--- src/rtl/fpx_pkg.sv ---
package fpx_pkg;
   typedef enum logic [2:0] {
      FPX_PASS  = 3'd0,
      FPX_ARITH = 3'd1,
      FPX_NEG   = 3'd2,
      FPX_TOINT = 3'd3,
      FPX_S2D   = 3'd4,
      FPX_D2S   = 3'd5
   } fpx_op_e;
endpackage

--- src/rtl/fpx_nan_detect.sv ---
module fpx_nan_detect #(
   parameter int EXP_W  = 8,
   parameter int FRAC_W = 23,
   localparam int W     = 1 + EXP_W + FRAC_W
) (
   input  logic [W-1:0] word,
   output logic         is_nan
);
   logic exp_ones;
   logic frac_nz;

   always_comb begin
      exp_ones = &word[W-2:FRAC_W];
      frac_nz  = |word[FRAC_W-1:0];
      is_nan   = exp_ones && frac_nz;
   end
endmodule

--- src/rtl/fpx_fix_select.sv ---
module fpx_fix_select
   import fpx_pkg::*;
#(
   parameter int SP_EXP_W  = 8,
   parameter int SP_FRAC_W = 23,
   parameter int DP_EXP_W  = 11,
   parameter int DP_FRAC_W = 52,
   localparam int SP_W     = 1 + SP_EXP_W + SP_FRAC_W,
   localparam int DP_W     = 1 + DP_EXP_W + DP_FRAC_W,
   parameter logic [SP_W-1:0] SP_INAN = 32'h7FFF_0000,
   parameter logic [DP_W-1:0] DP_INAN = 64'h7FFF_E000_0000_0000
) (
   input  fpx_op_e         op,
   input  logic            dbl,
   input  logic [DP_W-1:0] a,
   input  logic [DP_W-1:0] b,
   input  logic [DP_W-1:0] up_word,
   input  logic            up_invalid,
   input  logic            a_sp_nan,
   input  logic            a_dp_nan,
   input  logic            b_sp_nan,
   input  logic            b_dp_nan,
   output logic [DP_W-1:0] fixed
);
   localparam int HI_W  = DP_W - SP_W;
   localparam int PAD_W = DP_FRAC_W - SP_FRAC_W;

   logic            a_nan, b_nan;
   logic [DP_W-1:0] a_clr, b_clr, a_neg, s2d_word, inan;

   always_comb begin
      a_nan = dbl ? a_dp_nan : a_sp_nan;
      b_nan = dbl ? b_dp_nan : b_sp_nan;
      a_clr = dbl ? {1'b0, a[DP_W-2:0]} : {{HI_W{1'b0}}, 1'b0, a[SP_W-2:0]};
      b_clr = dbl ? {1'b0, b[DP_W-2:0]} : {{HI_W{1'b0}}, 1'b0, b[SP_W-2:0]};
      a_neg = dbl ? {~a[DP_W-1], a[DP_W-2:0]}
                  : {{HI_W{1'b0}}, ~a[SP_W-1], a[SP_W-2:0]};
      s2d_word = {1'b0, {DP_EXP_W{1'b1}}, a[SP_FRAC_W-1:0], {PAD_W{1'b0}}};
      inan  = dbl ? DP_INAN : {{HI_W{1'b0}}, SP_INAN};

      unique case (op)
         FPX_ARITH: begin
            if (a_nan)           fixed = a_clr;
            else if (b_nan)      fixed = b_clr;
            else if (up_invalid) fixed = inan;
            else                 fixed = up_word;
         end
         FPX_NEG:   fixed = a_neg;
         FPX_TOINT: fixed = a_nan ? '0 : up_word;
         FPX_S2D:   fixed = a_sp_nan ? s2d_word : up_word;
         FPX_D2S:   fixed = a_dp_nan ? {{HI_W{1'b0}}, SP_INAN} : up_word;
         default:   fixed = up_word;
      endcase
   end
endmodule

--- src/rtl/fpx_nan_fixup.sv ---
module fpx_nan_fixup
   import fpx_pkg::*;
#(
   parameter int SP_EXP_W  = 8,
   parameter int SP_FRAC_W = 23,
   parameter int DP_EXP_W  = 11,
   parameter int DP_FRAC_W = 52,
   parameter bit RESET_DATA = 1'b0,
   localparam int SP_W     = 1 + SP_EXP_W + SP_FRAC_W,
   localparam int DP_W     = 1 + DP_EXP_W + DP_FRAC_W,
   parameter logic [SP_W-1:0] SP_INAN = 32'h7FFF_0000,
   parameter logic [DP_W-1:0] DP_INAN = 64'h7FFF_E000_0000_0000
) (
   input  logic            clk,
   input  logic            rst_n,
   input  logic            in_valid,
   input  logic [2:0]      in_op,
   input  logic            in_dbl,
   input  logic [DP_W-1:0] in_a,
   input  logic [DP_W-1:0] in_b,
   input  logic [DP_W-1:0] up_word,
   input  logic            up_invalid,
   output logic            out_valid,
   output logic [DP_W-1:0] out_word
);
   generate
      if (DP_FRAC_W <= SP_FRAC_W) begin : g_bad_frac
         $error("double fraction must be wider than single fraction");
      end
      if (DP_EXP_W < SP_EXP_W) begin : g_bad_exp
         $error("double exponent must not be narrower than single exponent");
      end
   endgenerate

   fpx_op_e         op;
   logic [DP_W-1:0] opnd [2];
   logic [1:0]      sp_nan, dp_nan;
   logic [DP_W-1:0] fixed;

   assign op      = fpx_op_e'(in_op);
   assign opnd[0] = in_a;
   assign opnd[1] = in_b;

   for (genvar i = 0; i < 2; i++) begin : g_det
      fpx_nan_detect #(.EXP_W(SP_EXP_W), .FRAC_W(SP_FRAC_W)) u_sp (
         .word(opnd[i][SP_W-1:0]), .is_nan(sp_nan[i]));
      fpx_nan_detect #(.EXP_W(DP_EXP_W), .FRAC_W(DP_FRAC_W)) u_dp (
         .word(opnd[i]), .is_nan(dp_nan[i]));
   end

   fpx_fix_select #(
      .SP_EXP_W(SP_EXP_W), .SP_FRAC_W(SP_FRAC_W),
      .DP_EXP_W(DP_EXP_W), .DP_FRAC_W(DP_FRAC_W),
      .SP_INAN(SP_INAN), .DP_INAN(DP_INAN)
   ) u_sel (
      .op(op), .dbl(in_dbl), .a(in_a), .b(in_b),
      .up_word(up_word), .up_invalid(up_invalid),
      .a_sp_nan(sp_nan[0]), .a_dp_nan(dp_nan[0]),
      .b_sp_nan(sp_nan[1]), .b_dp_nan(dp_nan[1]),
      .fixed(fixed)
   );

   always_ff @(posedge clk) begin
      if (!rst_n) out_valid <= 1'b0;
      else        out_valid <= in_valid;
   end

   generate
      if (RESET_DATA) begin : g_rst_data
         always_ff @(posedge clk) begin
            if (!rst_n)        out_word <= '0;
            else if (in_valid) out_word <= fixed;
         end
      end else begin : g_keep_data
         always_ff @(posedge clk) begin
            if (in_valid) out_word <= fixed;
         end
      end
   endgenerate

   // Assertions
   logic a_sp_inf;
   assign a_sp_inf = (&in_a[SP_W-2:SP_FRAC_W]) && !(|in_a[SP_FRAC_W-1:0]);

   a_r10_valid_follows: assert property (@(posedge clk) disable iff (!rst_n)
      in_valid |=> out_valid);
   a_r10_valid_idle: assert property (@(posedge clk) disable iff (!rst_n)
      !in_valid |=> !out_valid);
   a_r1_a_sign_cleared: assert property (@(posedge clk) disable iff (!rst_n)
      (in_valid && op == FPX_ARITH && in_dbl && dp_nan[0])
      |=> (out_word[DP_W-1] == 1'b0 && out_word[DP_W-2:0] == $past(in_a[DP_W-2:0])));
   a_r5_toint_zero: assert property (@(posedge clk) disable iff (!rst_n)
      (in_valid && op == FPX_TOINT && !in_dbl && sp_nan[0]) |=> out_word == '0);
   a_r7_d2s_inan: assert property (@(posedge clk) disable iff (!rst_n)
      (in_valid && op == FPX_D2S && dp_nan[0]) |=> out_word == {{(DP_W-SP_W){1'b0}}, SP_INAN});
   a_r8_neg_flip: assert property (@(posedge clk) disable iff (!rst_n)
      (in_valid && op == FPX_NEG && !in_dbl) |=> out_word[SP_W-1] != $past(in_a[SP_W-1]));
   a_r9_inf_passes: assert property (@(posedge clk) disable iff (!rst_n)
      (in_valid && op == FPX_TOINT && !in_dbl && a_sp_inf) |=> out_word == $past(up_word));
endmodule

--- config.mk ---
export PLATFORM = sky130hd
export DESIGN_NAME = fpx_nan_fixup
export DESIGN_NICKNAME = d
export VERILOG_FILES = /design/src/rtl/fpx_pkg.sv /design/src/rtl/fpx_nan_detect.sv /design/src/rtl/fpx_fix_select.sv /design/src/rtl/fpx_nan_fixup.sv
export SDC_FILE = /design/constraint.sdc
export NUM_CORES = 1
export LEC_CHECK = 0
export CORE_UTILIZATION = 39
export CTS_CLUSTER_DIAMETER = 80
export CTS_CLUSTER_SIZE = 25
export DETAILED_ROUTE_END_ITERATION = 7
export PLACE_DENSITY_LB_ADDON = 0.2
export SYNTH_ARGS = -nofsm -noshare
export SYNTH_HDL_FRONTEND = slang
export SYNTH_SLANG_ARGS = --single-unit
--- constraint.sdc ---
create_clock -name clk -period 3.38 [get_ports clk]
set_input_delay 0.676 -clock clk [delete_from_list [all_inputs] [get_ports clk]]
set_output_delay 0.676 -clock clk [all_outputs]
set_load 0.005 [all_outputs]
==> metrics.cfg <==
[synthesis]
synth_most_common_cell = nand2_1
synth_edf_count = 64
ys.flop_type = edfxtp_1
synth_cell_types = 52
synth_top_area_cell = edfxtp_1
yosysTopAreaCellShare = 0.407
async_reset_ff_frac = 0
yosysWarnings = 0
synth_common_cells = nand2_1, edfxtp_1, inv_1
syn_nets = 689
synthCells = 488
synth_seq_area_share = 0.412
synth.ff_latch_count = 65
synth_area_leaders = edfxtp_1, nand2_1, a221o_1
synth.avg_cell_area_um2 = 9.67
synth_area_um2 = 4720

[cts]
cts.clk_slew.worst_paths_ns = 0.06
clock-root-buffer = clkbuf_16
cts_buffers = 9
htreeDepth = 3
cts_tree = done
clockBufferDepth = 2
cts.sinks = 65

[worst_setup_path]
worstPathArrival_ns = 3.41
slowest_delay_ns = 0.50
crit_type = in2reg
worstSetupStartpointType = input pin
end_kind = flop
cp_max_fo = 12
path_cells = clkdlybuf4s50_1 > nor4_1 > buf_4 > nand4_1 > nor4_4 > nor2_1 > a31o_1 > buf_12 > a221oi_2 > o21ai_1
cp_slowest_cell = nor4_1
critPathRequiredTime_ns = 3.45

[sta]
period_share = 0.989
finalCriticalPeriod_ns = 3.34
worst_slew_pin_slew_ns = 0.775
finalHoldViolations = 0
slew_violations = 0
fmax_mhz = 299
timing.final.ws_setup_ns = 0.0381
rsz0062_at_grt = no
setup_viol = 0
maxSlewHeadroom = 0.483

[status]
outcome = finished with violations
violations = design-rule violations

[die]
die_w_um = 112
start_util = 0.406
boundaryPins = 265
core_um2 = 11600
die_height_um = 112
num_rows = 39
dieArea_um2 = 12500

[finish]
antennaDiodeCount = 0
layout-drive-gt1-share = 0.176
finalNetCount = 1013
final_util = 0.717
area.growth.synth_to_final_pct = 76.6
nFillCells = 905

[power_and_ir_drop]
ir_drop_uv = 220
p_per_area_nw_per_um2 = 324
p_leak_nw = 3.21

[route]
wl_per_cell_um = 21.3
drt_iter0_drc = 478
routed_wl_um = 20500
postRouteAntennaNets = 0
drc = 18
drtPass1Iterations = 8
via_per_inst = 5.87
vias = 5637

[global_routing]
grt_overflow = 0
grtUsageTotal = 0.323
grt_max_degree = 37
grt_pass1_vias = 5756
grt_pass1_wl_um = 30800
antenna_found_initial = 0

[min_path]
hold-path-cell-count = 2
min_from = rst_n
min_to = out_valid
hold_class = in2reg

[placement]
gp_congestion = 0.872
port_buffers = 263
place_ws_ns = -0.227
place_hpwl_um = 16000

[run]
maxCapViolCount = 0

## repair_timing
| item | 4_1_cts | 5_1_grt |
|---|---|---|
| hold buffers | 0 | 0 |
| setup endpoints to repair | 0 | 4 |
| buffers inserted | 0 | 0 |
| resized for setup | 0 | 3 |
## stage by stage
| stage | hold WS (ns) | setup TNS [ns] | instances | total power [mW] | cell area (µm²) |
|---|---|---|---|---|---|
| after global routing | 0.957 | 0 | 960 | 2.78 | 8330 |
| final | 0.929 | 0 | 960 | 2.70 | 8330 |
| after floorplan | 0.788 | 0 | 488 | 1.23 | 4720 |
| after detailed placement | 1.27 | -7.58 | 944 | 1.79 | 8030 |
| after global placement | 1.26 | -6.16 | 944 | 1.77 | 8030 |
| after CTS | 0.925 | 0 | 960 | 2.70 | 8310 |
## registers in the layout, summed over array words and instances, names as in the netlist
signal and count:
out_valid 1, out_word 64
## layer usage
layer	routed length, µm	part of all wire	track usage	vias up
met2	9980	0.49	0.566	371
met4	549	0.027	0.108	0
met1	7720	0.38	0.380	2654
met3	2240	0.11	0.0909	47
met5	0	0	0	-
li1	-	-	-	2565
## area by class of cell
type                            count  area [µm²]  share of cell area
Multi-Input combinational cell    349        2430               0.292
Timing Repair Buffer              343        3330               0.400
Tap cell                          143         179              0.0215
Clock buffer                       11         233              0.0279
Clock inverter                      5        46.3             0.00556
Sequential cell                    65        1940               0.233
Inverter                           44         165              0.0198
## layout by cell type, fill, tap and decap left out, types with 18 or more instances in the layout
cell type	synthesis	final
o21ai_0	26	26
nand2_1	70	70
a221o_1	24	24
nor4_1	21	18
clkdlybuf4s50_1	0	262
buf_4	4	72
inv_1	42	42
o21ai_1	24	24
a21oi_1	19	19
edfxtp_1	64	64
a22oi_1	22	22
## power breakdown
| part | internal, mW | total, mW | switching (mW) |
|---|---|---|---|
| Sequential | 0.984 | 1.01 | 0.0239 |
| Clock | 0.563 | 0.916 | 0.353 |
| Combinational | 0.470 | 0.776 | 0.305 |
| Total | 2.02 | 2.70 | 0.682 |
## cell families (layout without fill, tap and decap cells)
| logic type | Yosys count | in the layout | synth area share |
|---|---|---|---|
| DFF | 65 | 65 | 0.412 |
| AOI/OAI and AO/OA | 184 | 184 | 0.311 |
| buffers and inverters | 74 | 403 | 0.0782 |
| adders and majority gates | 1 | 1 | 0.00265 |
| and+or+nand+nor | 148 | 148 | 0.162 |
| muxes | 16 | 16 | 0.0340 |
## worst max path at each step
stage,to,from
after floorplan,out_word[27],in_dbl
after global placement,out_word[43],in_a[24]
after detailed placement,out_word[36],in_a[25]
after CTS,out_word[33],in_a[46]
after global routing,out_word[33],in_a[17]
final,out_word[33],in_a[28]
## critical path, delay by kind of cell
family                 cells  cell delay [ns]
buffers and inverters      3             0.83
AOI/OAI and AO/OA          3             0.74
and+or+nand+nor            4             1.15
(Power assumes the default switching activity.)
